[src/rtl/usTickPkg.sv]
package usTickPkg;
  localparam int FIELD_W = 8;
  localparam int CFG_W   = 2 * FIELD_W;
  localparam int ADDR_W  = 2;

  typedef enum logic [ADDR_W-1:0] {
    ADDR_COUNT  = 2'd0,
    ADDR_CFG    = 2'd1,
    ADDR_FREEZE = 2'd2,
    ADDR_SPARE  = 2'd3
  } regAddrE;

  // strobes and settings handed from the control to the datapath
  typedef struct packed {
    logic               accClear;
    logic               countHold;
    logic [FIELD_W-1:0] numer;
    logic [FIELD_W-1:0] denom;
  } dpCtrlT;
endpackage

[src/rtl/usTickCtrl.sv]
module usTickCtrl
  import usTickPkg::*;
#(
  parameter int               DATA_W    = 32,
  parameter int               CNT_W     = 32,
  parameter logic [CFG_W-1:0] RESET_CFG = 16'h000B
) (
  input  logic              clk,
  input  logic              rstN,
  input  logic              wrEn,
  input  logic [ADDR_W-1:0] wrAddr,
  input  logic [CFG_W-1:0]  wrData,
  input  logic [ADDR_W-1:0] rdAddr,
  input  logic [CNT_W-1:0]  countValue,
  output logic [DATA_W-1:0] rdData,
  output dpCtrlT            ctrl
);
  logic [CFG_W-1:0] cfgReg;
  logic             freezeReg;
  logic             cfgWrite;
  logic             freezeWrite;

  assign cfgWrite    = wrEn && (wrAddr == ADDR_CFG);
  assign freezeWrite = wrEn && (wrAddr == ADDR_FREEZE);

  always_ff @(posedge clk) begin
    if (!rstN) begin
      cfgReg    <= RESET_CFG;
      freezeReg <= 1'b0;
    end else begin
      if (cfgWrite)    cfgReg    <= wrData;
      if (freezeWrite) freezeReg <= wrData[0];
    end
  end

  always_comb begin
    ctrl.accClear  = cfgWrite;
    ctrl.countHold = freezeReg;
    ctrl.numer     = cfgReg[CFG_W-1:FIELD_W];
    ctrl.denom     = cfgReg[FIELD_W-1:0];
  end

  always_comb begin
    rdData = '0;
    case (rdAddr)
      ADDR_COUNT:  rdData[CNT_W-1:0] = countValue;
      ADDR_CFG:    rdData[CFG_W-1:0] = cfgReg;
      ADDR_FREEZE: rdData[0]         = freezeReg;
      default:     rdData            = '0;
    endcase
  end

  // a configuration write lands in the register on the next edge
  assert_cfg_write_R2: assert property (@(posedge clk) disable iff (!rstN)
    cfgWrite |=> (cfgReg == $past(wrData)));

  // writes to the counter or spare address leave the settings alone
  assert_ro_write_R9: assert property (@(posedge clk) disable iff (!rstN)
    (wrEn && (wrAddr == ADDR_COUNT || wrAddr == ADDR_SPARE))
      |=> ($stable(cfgReg) && $stable(freezeReg)));
endmodule

[src/rtl/usTickDatapath.sv]
module usTickDatapath
  import usTickPkg::*;
#(
  parameter int CNT_W = 32
) (
  input  logic             clk,
  input  logic             rstN,
  input  dpCtrlT           ctrl,
  output logic             tickOut,
  output logic [CNT_W-1:0] countValue
);
  localparam int ACC_W = FIELD_W + 2;

  logic [ACC_W-1:0] acc;
  logic [ACC_W-1:0] step;
  logic [ACC_W-1:0] modulus;
  logic [ACC_W-1:0] sum;
  logic             ratioOne;
  logic             tickReg;
  logic [CNT_W-1:0] countReg;

  always_comb begin
    step     = ACC_W'(ctrl.numer) + ACC_W'(1);
    modulus  = ACC_W'(ctrl.denom) + ACC_W'(1);
    sum      = acc + step;
    ratioOne = (step >= modulus);
  end

  always_ff @(posedge clk) begin
    if (!rstN) begin
      acc     <= '0;
      tickReg <= 1'b0;
    end else if (ctrl.accClear) begin
      acc     <= '0;
      tickReg <= 1'b0;
    end else if (ratioOne) begin
      acc     <= '0;
      tickReg <= 1'b1;
    end else if (sum >= modulus) begin
      acc     <= sum - modulus;
      tickReg <= 1'b1;
    end else begin
      acc     <= sum;
      tickReg <= 1'b0;
    end
  end

  always_ff @(posedge clk) begin
    if (!rstN)                           countReg <= '0;
    else if (tickReg && !ctrl.countHold) countReg <= countReg + CNT_W'(1);
  end

  assign tickOut    = tickReg;
  assign countValue = countReg;

  // the remainder always stays below the modulus
  assert_acc_bound_R4: assert property (@(posedge clk) disable iff (!rstN)
    acc < modulus);

  // a unity or higher ratio ticks on the next cycle
  assert_ratio_one_R5: assert property (@(posedge clk) disable iff (!rstN)
    (!ctrl.accClear && ratioOne) |=> tickOut);

  // a configuration write silences the next cycle
  assert_cfg_clear_R6: assert property (@(posedge clk) disable iff (!rstN)
    ctrl.accClear |=> !tickOut);

  // one tick gives exactly one count step
  assert_count_step_R7: assert property (@(posedge clk) disable iff (!rstN)
    (tickOut && !ctrl.countHold) |=> (countValue == CNT_W'($past(countValue) + CNT_W'(1))));

  // without a tick the count never moves
  assert_count_idle_R7: assert property (@(posedge clk) disable iff (!rstN)
    !tickOut |=> $stable(countValue));

  // frozen counter holds
  assert_freeze_hold_R8: assert property (@(posedge clk) disable iff (!rstN)
    ctrl.countHold |=> $stable(countValue));
endmodule

[src/rtl/usTickCounter.sv]
module usTickCounter
  import usTickPkg::*;
#(
  parameter int               CNT_W     = 32,
  parameter int               DATA_W    = 32,
  parameter logic [CFG_W-1:0] RESET_CFG = 16'h000B
) (
  input  logic              clk,
  input  logic              rstN,
  input  logic              wrEn,
  input  logic [ADDR_W-1:0] wrAddr,
  input  logic [CFG_W-1:0]  wrData,
  input  logic [ADDR_W-1:0] rdAddr,
  output logic [DATA_W-1:0] rdData,
  output logic              tickOut
);
  dpCtrlT           ctrl;
  logic [CNT_W-1:0] countValue;

  usTickCtrl #(
    .DATA_W   (DATA_W),
    .CNT_W    (CNT_W),
    .RESET_CFG(RESET_CFG)
  ) ctrlUnit (
    .clk       (clk),
    .rstN      (rstN),
    .wrEn      (wrEn),
    .wrAddr    (wrAddr),
    .wrData    (wrData),
    .rdAddr    (rdAddr),
    .countValue(countValue),
    .rdData    (rdData),
    .ctrl      (ctrl)
  );

  usTickDatapath #(
    .CNT_W(CNT_W)
  ) dpUnit (
    .clk       (clk),
    .rstN      (rstN),
    .ctrl      (ctrl),
    .tickOut   (tickOut),
    .countValue(countValue)
  );

  // nothing ticks while reset is held
  always_ff @(posedge clk) begin
    if (!rstN) begin
      assert_reset_quiet_R1: assert (!tickOut || $time == 0);
    end
  end
endmodule

[config.mk]
export PLATFORM = sky130hd
export DESIGN_NAME = usTickCounter
export DESIGN_NICKNAME = d
export VERILOG_FILES = /design/src/rtl/usTickPkg.sv /design/src/rtl/usTickCtrl.sv /design/src/rtl/usTickDatapath.sv /design/src/rtl/usTickCounter.sv
export SDC_FILE = /design/constraint.sdc
export NUM_CORES = 1
export LEC_CHECK = 0
export CAP_MARGIN = 15
export CORE_MARGIN = 4
export CORE_UTILIZATION = 44
export DETAILED_ROUTE_END_ITERATION = 10
export PLACE_DENSITY = 0.71
export SYNTH_ARGS = -nofsm -noshare
export SYNTH_HDL_FRONTEND = slang
export SYNTH_SLANG_ARGS = --single-unit
[constraint.sdc]
create_clock -name clk -period 6.9 [get_ports clk]
set_clock_uncertainty 0.1 [all_clocks]
set_input_delay 1.035 -clock clk [delete_from_list [all_inputs] [get_ports clk]]
set_output_delay 1.035 -clock clk [all_outputs]
set_load 0.01 [all_outputs]
* Word-level counts from Yosys, hierarchy flattened
Index checks and enable logic that the tools add are counted.
** Cells by class
- $add $sub $neg :: 5
- $lt $le $gt $ge :: 2
- Equal/unequal tests :: 4
- Multiplexer cells :: 6
- Bitwise operators :: 1
- Reductions and logical operators :: 7
** Operators with widths (number)
- adder 32 x 1 -> 32 bit (second input constant) :: 1
- case mux 15 bit (2 select lines) :: 1
- >= comparator 10 bit :: 2
- adder 8 x 1 -> 9 bit (second input constant) :: 2
- 2-to-1 mux 16 bit :: 1
- adder 10 bit :: 1
- 2-to-1 mux 10 bit :: 1
- subtractor 10 bit :: 1
- == test 2 x 1 -> 1 bit (second input constant) :: 2
- == test 2 bit (second input constant) :: 2
- logical AND 1 bit :: 3
- case mux 1 bit (3 select lines) :: 1
- OR reduction 3 bit :: 1
- zero test 2 bit :: 1
- 2-to-1 mux 1 bit :: 2
- OR reduction 2 bit :: 1
- zero test 1 bit :: 1
- NOT 1 bit :: 1
** Word-level totals
- Register bits :: 60
- Output and inout port bits :: 33
- Logic and storage cells :: 30

* Logic depth before layout (Yosys ltp)
Gate-level depths: netlist (run 1).
- Depth in word-level cells :: 5
- Depth in mapped cells :: 18
- Depth with buffers taken out :: 16

* Modules after synthesis
Synthesis (run 1) repeated with hierarchy kept, for this count alone.
** Second synthesis, totals
- Cells, all modules :: 498
- Area total of the unflattened synthesis :: 4259.1 µm²
** Modules (own cells, without submodules)
- usTickDatapath :: instances 1, cells an instance 366, area an instance 3174.3 µm², seq. area each 860.8 µm²
- usTickCtrl :: instances 1, cells an instance 132, area an instance 1084.8 µm², seq. area each 340.3 µm²

* Worst setup path before layout (run 1)
No wires, ideal clock.
- Path type :: register -> register
- Start point :: reg ctrlUnit.cfgReg[8]
- End point :: reg dpUnit.acc[8]
- Setup time :: 0.059 ns
- Data arrival time :: 3.608 ns
- Data required time :: 6.741 ns
- Path slack :: 3.133 ns
- Stages on the path, launching flop included :: 18
- Path buffers :: 1
- Clock period less this slack :: 3.767 ns
- Cell sequence :: dfxtp_1 -> ha_1 -> nand3_1 -> xnor2_1 -> ha_1 -> buf_6 -> a21oi_4 -> o211ai_2 -> a21o_1 -> a211oi_1 -> a21oi_1 -> ha_1 -> a21bo_1 -> mux2_4 -> a21oi_1 -> a21oi_2 -> or4_1 -> nand2_1
** Between the ends
- Cells in the longest elaborated chain, start to end :: 4
- Elaborated cells between the ends (all ways) :: 7
** Ends and longest elaborated chain
- start, declared :: line usTickCtrl.sv:18 : logic [CFG_W-1:0] cfgReg;
- start signal, assigned :: line usTickCtrl.sv:31 : if (cfgWrite) cfgReg <= wrData;
- adder 8 x 1 -> 9 bit (*) :: line usTickDatapath.sv:23 : step = ACC_W'(ctrl.numer) + ACC_W'(1);
- adder 10 bit :: line usTickDatapath.sv:25 : sum = acc + step;
- subtractor 10 bit / >= comparator 10 bit (equally long branches) :: line usTickDatapath.sv:40, usTickDatapath.sv:39
- 2-to-1 mux 10 bit :: line usTickDatapath.sv:39 : end else if (sum >= modulus) begin
- end signal, assigned :: line usTickDatapath.sv:40 : acc <= sum - modulus;
- end signal, assigned :: line usTickDatapath.sv:43 : acc <= sum;
- end, declared :: line usTickDatapath.sv:14 : logic [ACC_W-1:0] acc;
Every way passes the cells marked *; elsewhere a longest branch is shown, timed or not.
A chain may end at the register's enable or synchronous reset.

* Final worst setup path (run 1)
- Start point :: in rdAddr[0]
- End point :: out rdData[25]
** Between the ends
- Cells in the longest elaborated chain, start to end :: 2
** Ends and longest elaborated chain
- start, declared :: line usTickCounter.sv:13 : input logic [ADDR_W-1:0] rdAddr,
- zero test 2 bit :: line usTickCtrl.sv:45 : case (rdAddr)
- 2-to-1 mux 16 bit :: line usTickCtrl.sv:45
- end, declared :: line usTickCounter.sv:14 : output logic [DATA_W-1:0] rdData,
No other way between the ends.

==> impl_metrics.ini, run 1 <==
[synth]
synth-seq-cells = 60
ys_warn_count = 0
syn_avg_cell_area_um2 = 8.25
syn_area_mm2 = 0.00428
synth-async-reset-ratio_pct = 0
netlist-cell-type-count = 54
syn_nets = 575
ys_seq_area_share_pct = 28.1
synth_flop_cell = dfxtp_1
netlist_instances = 519
synth_edf_count = 0

[clock_network]
cts-root-buf = clkbuf_8
cts_buffer_depth = 2
cts_hold_buf = 0
htree_levels = 3
clk_latency_ps = 340
path_clk_slew_ps = 70
numCtsBuffers = 9
clock-sinks = 60
cts_resized = 0
cts_setup_buffers = 0
cts_tree = built

[drt]
firstDrtPassIters = 4
drt_wl_total_um = 10500
num_vias = 3770
wl_per_cell_um = 15.0
drtIter0Drc = 251
viasPerCell = 5.40
ant_nets = 0
drc = 0

[power]
p_total_mw = 1.37
p_seq_share_pct = 29.9
p_per_area_mw_per_mm2 = 269
power.share.switching_pct = 38.1
power.share.clock_pct = 23.9
leakagePower_nw = 2.08
pwr-share-comb_pct = 46.2
p_sw_mw = 0.522
p_int_mw = 0.849
irDropWorstVdd_v = 0.000114

[sta]
relSlewSlack_pct = 28.2
setup_slack_ps = 2230
fin_setup_tns_ps = 0
period_share_pct = 67.7
slew_viol_final = 0
fin_crit_ps = 4670
hold_slack_ps = 421
rsz0062_at_grt = false
fmax_ghz = 0.214
tightest_slew_ps = 1070
setup_viol_count_final = 0
hold_viol_final = 0

[final_layout]
layout_common_cells = 60 x dfxtp_1, 59 x nand2_1, 55 x clkdlybuf4s50_1
area_growth_pct = 19.1
n_antenna_cell = 0
drive_gt1_share_pct = 5.10
layout.nets = 621
seq_area_mm2 = 0.00120
nFillCells = 905
fin_area_mm2 = 0.00510
multi_input_area_mm2 = 0.00292
final_common_cell = dfxtp_1

[placement]
io_buffer_count = 55
dpl.hpwl_um = 7950
placed_cell_area_mm2 = 0.00490
place_congestion = 0.846
dp_worst_setup_slack_ps = 2240

[worst_hold_path]
hold_depth = 2
worstHoldEndpoint = dpUnit.countValue[30]$_SDFFE_PN0P_
hp-class = reg2reg
hold_start = dpUnit.countValue[30]$_SDFFE_PN0P_

[grt]
grt_pass1_wl_um = 17200
grt_max_degree = 51
antenna_found_initial = 0
grt_overflow_total = 0
grt_pass1_vias = 3647
gr-usage-all-layers_pct = 18.6

[critical_path]
r2r_slack_ps = 2390
reg2reg_to = dpUnit.acc[7]$_SDFF_PP0_
slowest_stage = clkdlybuf4s50_1
arrival_ps = 3540
critPathCaptureType = primary output
cp-start-kind = input port
crit_buf_inv = 2
worstPathMaxFanout = 18
slowest_delay_ps = 900
rr_worst_depth = 15
cpMostUsedCell = clkdlybuf4s50_1
worstPathRequired_ps = 5760
r2r-start = ctrlUnit.cfgReg[8]$_SDFFE_PN0P_
crit_chain = clkdlybuf4s50_1 -> nor2_1 -> and2_1 -> clkdlybuf4s50_1
critical_path_class = in2out
critical-path-top-delay-family = buffers and inverters

[floorplanning]
die_x_um = 107
core-area_mm2 = 0.00937
start_util_pct = 45.7
core.rowCount = 35
die_y_um = 107
io_pins = 56
dieArea_mm2 = 0.0114

[run_status]
status = completed

[job]
max_cap_viol_count = 0
==> through the flow <==
stage                     instances  util (%)
after global placement          683      52.2
after floorplan                 519         -
after CTS                       698      54.4
after detailed placement        683      52.2
after global routing            698      54.4
final                           698      54.4
==> cells in the mapped netlist, types with 3 or more instances <==
master	instances	area share, %
a31oi_1	3	0.44
clkbuf_1	12	1.1
a21o_1	7	1.2
a21oi_1	19	2.2
a211o_1	3	0.61
and3_1	10	1.5
nand4_1	11	1.6
ha_1	31	9.1
or3_1	12	1.8
nor3_1	5	0.58
and4_1	4	0.82
a211oi_1	6	1.1
o211ai_1	5	0.88
nand2_1	59	5.2
nor2_1	37	3.2
a21boi_0	21	3.7
dfxtp_1	60	28
nand2b_1	4	0.58
o21ai_0	18	2.1
nor2b_1	7	1.0
buf_4	4	0.70
mux2i_1	23	5.4
xnor2_1	33	6.8
and2_1	43	6.3
nand3_1	20	2.3
xor2_1	12	2.5
inv_1	16	1.4
==> power by group through the flow <==
stage,sequential (mW),clock [mW],combinational [mW]
global placement,0.416,0,0.602
CTS,0.410,0.333,0.629
global route,0.414,0.351,0.706
detailed placement,0.417,0,0.625
floorplan,0.410,0,0.523
finish,0.410,0.328,0.633
==> worst reg2reg max path: stages (launching register included) <==
cell,delay [ps]
dfxtp_1,490
ha_1,240
nand3_1,120
xnor2_1,300
ha_1,400
a21oi_4,180
o211ai_2,160
a211o_1,370
a21oi_1,310
ha_1,340
a21o_1,210
nor2_1,130
o211ai_1,120
a21oi_2,610
o21ai_0,210
a21oi_1,150
==> layer usage <==
layer / global-route usage (%) / share of wire (%) / vias up / wire length [um]
li1: - / - / 1905 / -
met1: 23.6 / 47 / 1770 / 4950
met2: 31.6 / 48 / 83 / 4980
met3: 3.55 / 3.6 / 12 / 373
met4: 6.21 / 1.6 / 0 / 165
met5: 0 / 0 / - / 0
==> kinds of logic (layout without fill, tap and decap cells) <==
logic type / count (synthesis) / after routing / share of synthesized area [%]
simple gates: 221 / 221 / 26.8
compound gates: 98 / 98 / 16.1
flops: 60 / 60 / 28.1
xor+xnor: 45 / 45 / 9.21
buf+inv: 37 / 87 / 3.83
fa+ha+maj: 33 / 33 / 10.0
mux: 25 / 25 / 5.99
==> state kept, by name, summed over array words and instances (netlist names) <==
name and flops:
dpUnit.acc 10, ctrlUnit.freezeReg 1, dpUnit.countValue 32, dpUnit.tickOut 1, ctrlUnit.cfgReg 16
==> worst max path at each step <==
| stage | slack (ps) | end | from | cells after the start |
|---|---|---|---|---|
| after floorplan | 3130 | dpUnit.acc[8]$_SDFF_PP0_ | ctrlUnit.cfgReg[8]$_SDFFE_PN0P_ | 17 |
| after global placement | 2330 | rdData[26] | rdAddr[0] | 4 |
| after detailed placement | 2240 | rdData[25] | rdAddr[0] | 4 |
| after CTS | 2220 | rdData[20] | rdAddr[0] | 4 |
| after global routing | 2000 | rdData[16] | rdAddr[0] | 4 |
| final | 2230 | rdData[25] | rdAddr[0] | 4 |
==> final cells by class <==
type                            count  area share [%]
Multi-Input combinational cell    422            57.2
Sequential cell                    60            23.6
Inverter                           16            1.18
Timing Repair Buffer               56            11.0
Tap cell                          129            3.17
Clock buffer                       11            2.97
Clock inverter                      4           0.958
Power figures use the tool's default switching activity.
==> inputs of run 2 (changes only) <==
PLACE_DENSITY = 0.74   (was 0.71)
clock period = 4.1 ns   (was 6.9 ns; I/O delays follow)
==> run 2 against run 1 <==
- critical path depth rose by 12
- hold slack improved by 15 ps
- final cell count up 1.7%
- routed wire length increased by 8.5%
- first-iteration DRC count decreased by 17%
- sequential share of layout area fell by 0.75 points
- non-clock buffer count rose by 9
- sequential power is 69% higher
- setup slack worse by 2100 ps
- utilization up 1.8 points
- largest cell class unchanged
- largest power group unchanged
==> impl_metrics.ini, run 2 (synthesis results as in run 1) <==
[floorplanning]
core.rowCount = 35
die_x_um = 107
die_y_um = 107
start_util_pct = 45.7
io_pins = 56
dieArea_mm2 = 0.0114
core-area_mm2 = 0.00937

[final_layout]
final_common_cell = dfxtp_1
layout.nets = 632
layout_common_cells = 60 x dfxtp_1, 59 x nand2_1, 55 x clkdlybuf4s50_1
drive_gt1_share_pct = 8.95
fin_util_pct = 56.2
n_antenna_cell = 0
area_growth_pct = 22.9
final_cells = 710
largest_register_ffs = 32

[critical_path]
cp-start-kind = flip-flop
arrival_ps = 4040
r2r_slack_ps = 180
critPathCaptureType = flip-flop
critical_path_class = reg2reg
r2r-start = ctrlUnit.cfgReg[8]$_SDFFE_PN0P_
worstPathRequired_ps = 4220
worstSetupStartpoint = ctrlUnit.cfgReg[8]$_SDFFE_PN0P_
worstPathMaxFanout = 7

[grt]
gr-usage-all-layers_pct = 19.4
grt_overflow_total = 0
grt_pass1_vias = 3829
antenna_found_initial = 0
grt_pass1_wl_um = 18100
grt_max_degree = 50

[drt]
drt_wl_total_um = 11400
num_vias = 3915
firstDrtPassIters = 4
wl_per_cell_um = 16.0
drtIter0Drc = 209
drc = 0
viasPerCell = 5.51
ant_nets = 0

[clock_network]
clk_latency_ps = 340
path_clk_slew_ps = 70
cts-root-buf = clkbuf_8
cts_hold_buf = 0
cts_buffer_depth = 2
htree_levels = 3
cts_tree = built
numCtsBuffers = 9
clock-sinks = 60

[sta]
setup_viol_count_final = 0
tightest_slew_ps = 809
relSlewSlack_pct = 45.6
setup_slack_ps = 178
fmax_ghz = 0.255
hold_viol_final = 0
fin_crit_ps = 3920
slew_viol_final = 0
fin_setup_tns_ps = 0
period_share_pct = 95.7

[worst_hold_path]
hp-class = reg2reg
hold_start = dpUnit.countValue[18]$_SDFFE_PN0P_

[power]
irDropWorstVdd_v = 0.000189
p_per_area_mw_per_mm2 = 470
p_total_mw = 2.48
leakagePower_nw = 2.13

[placement]
dpl.hpwl_um = 8310
dp.cells = 690
io_buffer_count = 55
dp_worst_setup_slack_ps = -140
place_congestion = 0.900

[run_status]
status = completed

[job]
max_cap_viol_count = 0
## run 2: changes by cell type in the layout (fill, tap and decap cells not counted), sizes merged
| cell | before | now |
|---|---|---|
| bufinv | 1 | 0 |
| clkbuf | 11 | 10 |
| a21oi | 21 | 23 |
| clkinvlp | 0 | 3 |
| buf | 1 | 10 |
## run 2: worst paths after layout
check,end,depth (start not counted)
worst max-delay path,dpUnit.acc[2]$_SDFF_PP0_,16
worst min-delay path,dpUnit.countValue[18]$_SDFFE_PN0P_,2
worst max register to register,dpUnit.acc[2]$_SDFF_PP0_,16
worst min register to register,dpUnit.countValue[18]$_SDFFE_PN0P_,2
## run 2: routing by layer
| layer | up-vias | track usage [%] | part of all wire (%) |
|---|---|---|---|
| met5 | - | 0 | 0 |
| met4 | 0 | 7.12 | 2.6 |
| met3 | 33 | 2.77 | 4.9 |
| met2 | 127 | 33.5 | 49 |
| met1 | 1828 | 24.5 | 44 |
| li1 | 1927 | - | - |
## run 2: stage by stage
step | instance area (um2) | hold WS [ps]
2_1_floorplan | 4280 | 368
3_3_place_gp | 4950 | 387
3_5_place_dp | 4950 | 409
4_1_cts | 5140 | 434
5_1_grt | 5260 | 471
6_report | 5260 | 436
## run 2: cell type report
type / instances / area (um2)
fill: 854 / 4110
sequential: 60 / 1200
clock buffer: 10 / 128
timing repair buffer: 65 / 626
multi-input combinational: 424 / 3050
clock inverter: 6 / 41.3
inverter: 16 / 60.1
tap: 129 / 161
## run 2: what timing repair did
item	4_1_cts	5_1_grt
resized for setup	4	13
hold endpoints to repair	0	0
endpoints found under the setup margin	10	11
cloned	0	2
setup buffers	0	2
pin swaps	0	5
## run 2: worst max-delay path, stage by stage, from the launching register on
cell and delay, ps:
dfxtp_1 350, ha_2 210, nand3_2 140, xnor2_4 250
ha_4 260, a21oi_4 150, o211ai_2 140, a211o_1 370
a21oi_2 280, ha_4 260, a21o_1 200, nor2_1 220
o211ai_1 150, buf_4 190, a21oi_4 250, mux2i_1 230
nor2_1 50
## run 2: where the power goes
part / switching, mW / internal (mW)
clock: 0.247 / 0.218
sequential: 0.0459 / 0.647
combinational: 0.743 / 0.574
==> inputs of run 3 (changes only) <==
GPL_ROUTABILITY_DRIVEN = 0   (was unset)
PLACE_DENSITY = 0.71   (was 0.74)
clock period = 4.9 ns   (was 4.1 ns; I/O delays follow)
==> run 3 against run 2 <==
- critical path depth shrank 1
- hold slack lost 20 ps
- total power shrank 19%
- design area shrank 2.2%
- utilization shrank 1.2 points
- sequential share of layout area grew 0.52 points
- combinational power shrank 32%
- clock-buffer cell count grew 1
- final cell count shrank 1.3%
- routed wire length shrank 6.8%
- critical path type unchanged
- largest cell class unchanged
- highest routed layer unchanged
==> impl_metrics.ini, run 3 (synthesis results as in run 1) <==
[critical_path]
crit_chain = ha_1 -> nand3_1 -> xnor2_1 -> ha_1 -> a21oi_4 -> o211ai_2 -> a211o_1 -> a21oi_1 -> ha_1 -> a21o_1 -> nor2_1 -> o211ai_1 -> a21oi_2 -> mux2i_1 -> nor2_1
cp-start-kind = flip-flop
crit_buf_inv = 0
r2r_slack_ps = 470
critical-path-top-delay-family = compound AO/OA/AOI/OAI gates
rr_worst_depth = 15
worstPathRequired_ps = 5030
cpMostUsedCell = ha_1
r2r-start = ctrlUnit.cfgReg[8]$_SDFFE_PN0P_
arrival_ps = 4550
path_depth = 15
slowest_stage = a21oi_2
slowest_delay_ps = 630
reg2reg_to = dpUnit.acc[2]$_SDFF_PP0_
worstSetupStartpoint = ctrlUnit.cfgReg[8]$_SDFFE_PN0P_
critical_path_class = reg2reg
crit_end = dpUnit.acc[2]$_SDFF_PP0_
worstPathMaxFanout = 17
critPathCaptureType = flip-flop

[final_layout]
n_antenna_cell = 0
area_growth_pct = 20.2
fin_util_pct = 54.9
drive_gt1_share_pct = 5.59
layout_common_cells = 60 x dfxtp_1, 59 x nand2_1, 55 x clkdlybuf4s50_1
nFillCells = 877
largest_register_ffs = 32
layout.nets = 624
final_common_cell = dfxtp_1

[clock_network]
cts_resized = 0
cts_setup_buffers = 0
numCtsBuffers = 9
cts_hold_buf = 0
path_clk_slew_ps = 70
cts_buffer_depth = 2
clock-sinks = 60
cts_tree = built
clk_latency_ps = 340
htree_levels = 3
cts-root-buf = clkbuf_8

[grt]
grt_pass1_wl_um = 17900
grt_max_degree = 51
grt_pass1_vias = 3753
gr-usage-all-layers_pct = 19.2
grt_overflow_total = 0
antenna_found_initial = 0

[sta]
slew_viol_final = 0
setup_viol_count_final = 0
fmax_ghz = 0.226
rsz0062_at_grt = false
hold_viol_final = 0
period_share_pct = 90.4
hold_slack_ps = 416
relSlewSlack_pct = 48.0
tightest_slew_ps = 773
fin_crit_ps = 4430
fin_setup_tns_ps = 0

[drt]
num_vias = 3805
viasPerCell = 5.43
drt_wl_total_um = 10600
wl_per_cell_um = 15.1
ant_nets = 0
drc = 0
drtIter0Drc = 229
firstDrtPassIters = 5

[power]
irDropWorstVdd_v = 0.000207
leakagePower_nw = 2.10
p_per_area_mw_per_mm2 = 388

[floorplanning]
die_y_um = 107
core.rowCount = 35
core-area_mm2 = 0.00937
die_x_um = 107
start_util_pct = 45.7
dieArea_mm2 = 0.0114
io_pins = 56

[placement]
dpl.hpwl_um = 8030
io_buffer_count = 55

[run_status]
status = completed

[job]
max_cap_viol_count = 0

[worst_hold_path]
hp-class = reg2reg
run 3: changes by cell type in the layout (fill, tap and decap cells not counted), sizes merged:
| cell | delta |
|---|---|
| clkbuf | +1 |
| buf | -6 |
| bufinv | +2 |
| clkinv | -2 |
| clkinvlp | -2 |
| a21oi | -2 |
run 3: worst reg2reg max path: cells and delay by family (launching register included):
| kind | cells | cell delay, ps |
|---|---|---|
| flops | 1 | 450 |
| compound gates | 7 | 1940 |
| fa+ha+maj | 3 | 950 |
| xor+xnor | 1 | 300 |
| simple gates | 3 | 300 |
| mux | 1 | 270 |
run 3: stage by stage:
step	cell area, um2	power, mW	std cells	worst slack, ps
floorplan	4280	1.31	519	1130
global placement	4910	1.44	685	742
detailed placement	4910	1.48	685	547
CTS	5130	2.00	700	520
global route	5150	2.14	701	77.8
finish	5150	2.00	701	472
run 3: where the power goes:
part	total, mW	internal, mW	switching [mW]
Combinational	0.902	0.396	0.506
Clock	0.521	0.311	0.210
Sequential	0.576	0.541	0.0347
Total	2.00	1.25	0.750
run 3: worst min-delay path by stage:
stage | cells after the start | slack (ps) | to | start
floorplan | 2 | 370 | dpUnit.countValue[26]$_SDFFE_PN0P_ | dpUnit.countValue[26]$_SDFFE_PN0P_
global placement | 2 | 390 | dpUnit.countValue[26]$_SDFFE_PN0P_ | dpUnit.countValue[26]$_SDFFE_PN0P_
detailed placement | 2 | 410 | dpUnit.countValue[28]$_SDFFE_PN0P_ | dpUnit.countValue[28]$_SDFFE_PN0P_
CTS | 2 | 420 | dpUnit.countValue[28]$_SDFFE_PN0P_ | dpUnit.countValue[28]$_SDFFE_PN0P_
global route | 2 | 430 | dpUnit.countValue[26]$_SDFFE_PN0P_ | dpUnit.countValue[26]$_SDFFE_PN0P_
finish | 2 | 420 | dpUnit.countValue[28]$_SDFFE_PN0P_ | dpUnit.countValue[28]$_SDFFE_PN0P_
run 3: cell type report:
type                       instances  area [um2]  area share (%)
clock buffer                      11         151            2.94
multi-input combinational        422        2920            56.6
sequential                        60        1200            23.3
tap                              129         161            3.14
inverter                          16        60.1            1.17
clock inverter                     4        72.6            1.41
timing repair buffer              59         584            11.4
run 3: routing by layer:
layer	vias up	track usage, %	share of wire, %
met1	1787	24.8	46
met4	0	5.84	2.2
met2	89	32.8	48
li1	1908	-	-
met3	21	3.13	3.2
met5	-	0	0
